## src/rtl/ssq_pkg.sv

```systemverilog
`timescale 1ns/1ps
package ssq_pkg;
    typedef enum logic [2:0] {
        SSQ_LOCKOUT      = 3'd0,
        SSQ_CHARGE       = 3'd1,
        SSQ_RUN          = 3'd2,
        SSQ_FAULT_CHARGE = 3'd3,
        SSQ_DISCHARGE    = 3'd4
    } ssq_state_e;
endpackage

```

## src/rtl/ssq_level_ctr.sv

```systemverilog
`timescale 1ns/1ps
module ssq_level_ctr #(
    parameter int LVL_W       = 16,
    parameter int STEP_W      = 8,
    parameter int FULL_LVL    = 5000,
    parameter int RESTART_LVL = 500
) (
    input  logic              clk,
    input  logic              rst_n,
    input  logic              clear_i,
    input  logic              up_i,
    input  logic              down_i,
    input  logic [STEP_W-1:0] step_up_i,
    input  logic [STEP_W-1:0] step_dn_i,
    output logic [LVL_W-1:0]  level_o,
    output logic              full_o,
    output logic              low_o
);
    localparam logic [LVL_W-1:0] FULL_V    = LVL_W'(FULL_LVL);
    localparam logic [LVL_W-1:0] RESTART_V = LVL_W'(RESTART_LVL);

    logic [LVL_W-1:0] level_q;
    logic [LVL_W-1:0] level_d;
    logic [LVL_W:0]   sum;
    logic [LVL_W-1:0] dn_ext;

    assign sum    = {1'b0, level_q} + (LVL_W+1)'(step_up_i);
    assign dn_ext = LVL_W'(step_dn_i);

    always_comb begin
        level_d = level_q;
        if (clear_i) begin
            level_d = '0;
        end else if (up_i) begin
            if (sum > {1'b0, FULL_V}) level_d = FULL_V;
            else                      level_d = sum[LVL_W-1:0];
        end else if (down_i) begin
            if (level_q > dn_ext) level_d = level_q - dn_ext;
            else                  level_d = '0;
        end
    end

    always_ff @(posedge clk or negedge rst_n) begin
        if (!rst_n) level_q <= '0;
        else        level_q <= level_d;
    end

    assign level_o = level_q;
    assign full_o  = (level_q >= FULL_V);
    assign low_o   = (level_q < RESTART_V);


    level_cap_chk: assert property (@(posedge clk) disable iff (!rst_n)
        level_q <= FULL_V);


    level_clear_chk: assert property (@(posedge clk) disable iff (!rst_n)
        clear_i |=> (level_q == '0));


    level_hold_chk: assert property (@(posedge clk) disable iff (!rst_n)
        (!clear_i && !up_i && !down_i) |=> $stable(level_q));
endmodule

```

## src/rtl/ssq_fsm.sv

```systemverilog
`timescale 1ns/1ps
module ssq_fsm
    import ssq_pkg::*;
(
    input  logic       clk,
    input  logic       rst_n,
    input  logic       uvlo_i,
    input  logic       oc_i,
    input  logic       full_i,
    input  logic       low_i,
    output ssq_state_e state_o,
    output logic       clear_o,
    output logic       up_o,
    output logic       down_o,
    output logic       fault_latch_o,
    output logic       drive_en_o
);
    ssq_state_e state_q;
    ssq_state_e state_d;

    always_comb begin
        state_d = state_q;
        if (uvlo_i) begin
            state_d = SSQ_LOCKOUT;
        end else begin
            unique case (state_q)
                SSQ_LOCKOUT:      state_d = SSQ_CHARGE;
                SSQ_CHARGE:       if (oc_i)        state_d = SSQ_FAULT_CHARGE;
                                  else if (full_i) state_d = SSQ_RUN;
                SSQ_RUN:          if (oc_i)        state_d = SSQ_DISCHARGE;
                SSQ_FAULT_CHARGE: if (full_i)      state_d = SSQ_DISCHARGE;
                SSQ_DISCHARGE:    if (low_i)       state_d = SSQ_CHARGE;
                default:          state_d = SSQ_LOCKOUT;
            endcase
        end
    end

    always_ff @(posedge clk or negedge rst_n) begin
        if (!rst_n) state_q <= SSQ_LOCKOUT;
        else        state_q <= state_d;
    end

    always_comb begin
        clear_o       = uvlo_i;
        up_o          = 1'b0;
        down_o        = 1'b0;
        fault_latch_o = 1'b0;
        drive_en_o    = 1'b0;
        unique case (state_q)
            SSQ_LOCKOUT: ;
            SSQ_CHARGE: begin
                up_o       = 1'b1;
                drive_en_o = 1'b1;
            end
            SSQ_RUN:    drive_en_o = 1'b1;
            SSQ_FAULT_CHARGE: begin
                up_o          = 1'b1;
                fault_latch_o = 1'b1;
            end
            SSQ_DISCHARGE: begin
                down_o        = 1'b1;
                fault_latch_o = 1'b1;
            end
            default: ;
        endcase
    end

    assign state_o = state_q;


    latch_blocks_drive_chk: assert property (@(posedge clk) disable iff (!rst_n)
        fault_latch_o |-> !drive_en_o);


    lockout_entry_chk: assert property (@(posedge clk) disable iff (!rst_n)
        uvlo_i |=> (state_q == SSQ_LOCKOUT));


    run_fault_chk: assert property (@(posedge clk) disable iff (!rst_n)
        (state_q == SSQ_RUN && oc_i && !uvlo_i) |=> (state_q == SSQ_DISCHARGE));


    fault_held_chk: assert property (@(posedge clk) disable iff (!rst_n)
        (state_q == SSQ_FAULT_CHARGE && !uvlo_i) |=> fault_latch_o);


    discharge_wait_chk: assert property (@(posedge clk) disable iff (!rst_n)
        (state_q == SSQ_DISCHARGE && !low_i && !uvlo_i) |=> (state_q == SSQ_DISCHARGE));
endmodule

```

## src/rtl/ssq_fault_sequencer.sv

```systemverilog
`timescale 1ns/1ps
module ssq_fault_sequencer
    import ssq_pkg::*;
#(
    parameter int LVL_W       = 16,
    parameter int STEP_W      = 8,
    parameter int FULL_LVL    = 5000,
    parameter int RESTART_LVL = 500
) (
    input  logic              clk,
    input  logic              rst_n,
    input  logic              uvlo_i,
    input  logic              oc_i,
    input  logic [STEP_W-1:0] charge_step_i,
    input  logic [STEP_W-1:0] dis_step_i,
    output logic [LVL_W-1:0]  level_o,
    output logic              fault_latch_o,
    output logic              drive_en_o,
    output logic [2:0]        state_o
);
    ssq_state_e st;
    logic clr, up, dn, full, low;

    ssq_fsm u_fsm (
        .clk           (clk),
        .rst_n         (rst_n),
        .uvlo_i        (uvlo_i),
        .oc_i          (oc_i),
        .full_i        (full),
        .low_i         (low),
        .state_o       (st),
        .clear_o       (clr),
        .up_o          (up),
        .down_o        (dn),
        .fault_latch_o (fault_latch_o),
        .drive_en_o    (drive_en_o)
    );

    ssq_level_ctr #(
        .LVL_W       (LVL_W),
        .STEP_W      (STEP_W),
        .FULL_LVL    (FULL_LVL),
        .RESTART_LVL (RESTART_LVL)
    ) u_ctr (
        .clk       (clk),
        .rst_n     (rst_n),
        .clear_i   (clr),
        .up_i      (up),
        .down_i    (dn),
        .step_up_i (charge_step_i),
        .step_dn_i (dis_step_i),
        .level_o   (level_o),
        .full_o    (full),
        .low_o     (low)
    );

    assign state_o = st;


    lockout_priority_chk: assert property (@(posedge clk) disable iff (!rst_n)
        (uvlo_i && oc_i) |=> (!fault_latch_o && level_o == '0));
endmodule

```

## config.mk

```make
export PLATFORM = sky130hd
export DESIGN_NAME = ssq_fault_sequencer
export DESIGN_NICKNAME = d
export VERILOG_FILES = /design/src/rtl/ssq_pkg.sv /design/src/rtl/ssq_level_ctr.sv /design/src/rtl/ssq_fsm.sv /design/src/rtl/ssq_fault_sequencer.sv
export SDC_FILE = /design/constraint.sdc
export NUM_CORES = 1
export LEC_CHECK = 0
export BUFFER_PORTS_ARGS = -buffer_cell sky130_fd_sc_hd__buf_4
export CORE_MARGIN = 10
export CORE_UTILIZATION = 38
export CTS_CLUSTER_DIAMETER = 100
export DETAILED_ROUTE_END_ITERATION = 8
export PLACE_DENSITY = 0.62
export SYNTH_ARGS = -nofsm -noshare
export SYNTH_HDL_FRONTEND = slang
export SYNTH_HIERARCHICAL = 1
export SYNTH_SLANG_ARGS = --single-unit
```

## constraint.sdc

```tcl
create_clock -name clk -period 3.29 [get_ports clk]
set_input_delay 0.987 -clock clk [delete_from_list [all_inputs] [get_ports clk]]
set_output_delay 0.987 -clock clk [all_outputs]
set_load 0.05 [all_outputs]
```

==> impl_metrics.tcl <==
set metrics [dict create \
    ant_nets 0 \
    drive_gt1_frac 0.332 \
    final_cell_mix "buf_4 (84), o21ai_0 (22), nor2_1 (20), a21oi_1 (20), dfrtp_1 (19)" \
    required_ps 3470 \
    die_x_microns 98.1 \
    row_count 28 \
    pwr-share-comb 0.747 \
    crit_path_end_kind "register" \
    syn_area_per_cell_sq_um 8.22 \
    path_buf_inv 3 \
    worst_pin_slew_ps 927 \
    ys_warn_count 6 \
    grt_max_degree 20 \
    async_reset_ff_frac 1.00 \
    io_buffers 40 \
    final_cells 433 \
    min_period_ps 3190 \
    rr_startpoint "u_ctr/level_o[4]" \
    cp-start-kind "input port" \
    routabilityCongestion 0.868 \
    die_area_sq_um 9630 \
    dp_cells 428 \
    wire_per_inst_microns 17.1 \
    h-tree-depth 1 \
    critPathMaxStageDelay_ps 430 \
    ys.flop_type "dfrtp_1" \
    dr_total_vias 2473 \
    track_usage 0.150 \
    drt-initial-drc-count 148 \
    vias_per_cell 5.71 \
    p_sw_frac 0.519 \
    power_switching_mw 1.25 \
    synth_cells 282 \
    yosysSeqAreaShare 0.205 \
    place_ws_ps -300 \
    r2r-end "u_ctr/level_o[11]" \
    slew_viol_final 0 \
    insertedDiodeCount 0 \
    slew-limit-headroom 0.379 \
    cp_top_family "compound AO/OA/AOI/OAI gates" \
    grt_pass1_wl_mm 12.2 \
    nNetsFinal 397 \
    drc 0 \
    clk_pin_slew_worst_paths_ps 80 \
    place_area_sq_um 2960 \
    fillerInstances 565 \
    cts_buffers 3 \
    grt_remaining_overflow 0 \
    grt_pass1_vias 2450 \
    timing.fmax_mhz 313 \
    path_max_fanout 5 \
    floorplan.initialDensity 0.392 \
    p_clk_frac 0.074 \
    r2r_setup_slack_ps 390 \
    path_class "in2reg" \
    pwr-share-seq 0.179 \
    design_area_sq_um 3040 \
    crit_chain "buf_4 -> ha_1 -> inv_1 -> fa_2 -> a21o_1 -> a221o_2 -> a2111oi_4 -> buf_4 -> nor4b_4 -> o21ai_2 -> and3_1 -> mux2_4 -> o32ai_1" \
    status "finished clean" \
    finalSetupViolations 0 \
    multiInputGateArea_sq_um 1730 \
    worst_hold_path_type "in2async" \
    cts_tree "yes" \
    clock_path_buffers 2 \
    reg2reg_depth 9 \
    final_common_cell "buf_4" \
    cts_num_sinks 19 \
    final.period_utilization 0.971 \
    fin_ws_ps 95.1 \
    synth_edf_count 0 \
    seq_area_sq_um 475 \
    p_leak_nw 1.44 \
    io_pins 41 \
    syn_nets 320 \
    vdd_drop_max_mv 0.381 \
    dr.pass1.iters 4 \
    core-area_sq_um 5920 \
    hold_violations 0 \
    cpMostUsedCell "buf_4" \
    grt_antenna_before_repair 0 \
    maxCapViolations 0 \
    power.density_nw_per_um2 792 \
    routed_wirelength_mm 7.43 \
    area_growth_pct 31.2 \
    clk_latency_ps 270 \
    dp_hpwl_mm 5.91 \
    synth-seq-cells 19 \
    synth_area_leaders "dfrtp_1 (21%), ha_1 (8.6%), o21ai_0 (4.7%)" \
    ys_types 75 \
    synth_top_area_frac 0.205 \
    clock_skew_ps 3.16 \
    finalPower_mw 2.41 \
    cpMaxStageDelayCell "nor4b_4" \
    synth.largest_area_cell "dfrtp_1" \
    arrival_ps 3370 \
    chipHeight_microns 98.1 \
    cts-root-buf "clkbuf_8" \
    synth_area_sq_um 2320 \
    p_int_mw 1.16 \
]
per-stage QoR:
step                      hold slack, ps  utilization  setup TNS, ps
after floorplan                      691            -              0
after global placement               560        0.500          -2550
after detailed placement             579        0.500          -3380
after CTS                            583        0.509              0
after global routing                 596        0.514          -27.2
final                                580        0.514              0
registers in the layout, summed over array words and instances (netlist names):
register	flops
u_fsm/state_o	3
u_ctr/level_o	16
logic make-up after synthesis:
family | synth area share
compound gates | 0.324
xor+xnor | 0.0529
fa+ha+maj | 0.104
buf+inv | 0.0685
flops | 0.205
mux | 0.0151
simple gates | 0.231
worst max path at each step:
stage          slack, ps  cells past startpoint           endpoint             start
2_1_floorplan         20                     10   u_ctr/level_o[9]  charge_step_i[0]
3_3_place_gp        -240                     11  u_ctr/level_o[10]  charge_step_i[0]
3_5_place_dp        -300                     11  u_ctr/level_o[10]  charge_step_i[0]
4_1_cts               30                     11   u_ctr/level_o[9]  charge_step_i[0]
5_1_grt              -20                     11   u_ctr/level_o[9]  charge_step_i[0]
6_report             100                     13  u_ctr/level_o[11]     dis_step_i[0]
layer usage:
metal,routed length [microns],global-route usage,vias up,part of all wire
li1,-,-,1221,-
met1,3370,0.188,1172,0.45
met2,3530,0.248,69,0.48
met3,375,0.0197,11,0.051
met4,146,0.0682,0,0.020
met5,0,0,-,0
final cells by class:
type                       instances  area share
multi-input combinational        233       0.567
timing repair buffer              84       0.207
sequential                        19       0.156
tap                               75      0.0309
inverter                          18      0.0230
clock buffer                       3      0.0136
clock inverter                     1     0.00165
cells in the mapped netlist (3+ instances only):
cell type	instances
nand4_1	5
xnor2_1	10
o21ai_0	22
buf_6	3
a31oi_1	5
a21o_1	7
a22oi_1	3
buf_2	6
nand2_1	18
o211ai_1	4
nand2b_1	6
and3_1	5
inv_1	16
a2bb2oi_1	4
nor2b_1	3
a21oi_1	20
nor2_1	21
nand3_1	8
o31ai_1	6
xor2_1	4
dfrtp_1	19
ha_1	16
o21ai_1	4
nor3_1	8
o21a_1	3
timing repair:
action,CTS,global route
buffers inserted,0,1
hold buffers,0,0
pin swaps,1,5
setup endpoints to repair,3,11
resized for setup,1,5
cloned,0,0
power by group through the flow:
stage          sequential, mW  clock, mW  combinational (mW)
3_3_place_gp            0.439          0                1.75
5_1_grt                 0.451      0.189                1.96
2_1_floorplan           0.580          0                1.02
3_5_place_dp            0.437          0                1.77
4_1_cts                 0.433      0.183                1.78
6_report                0.432      0.178                1.80
Power figures use the tool's default switching activity.
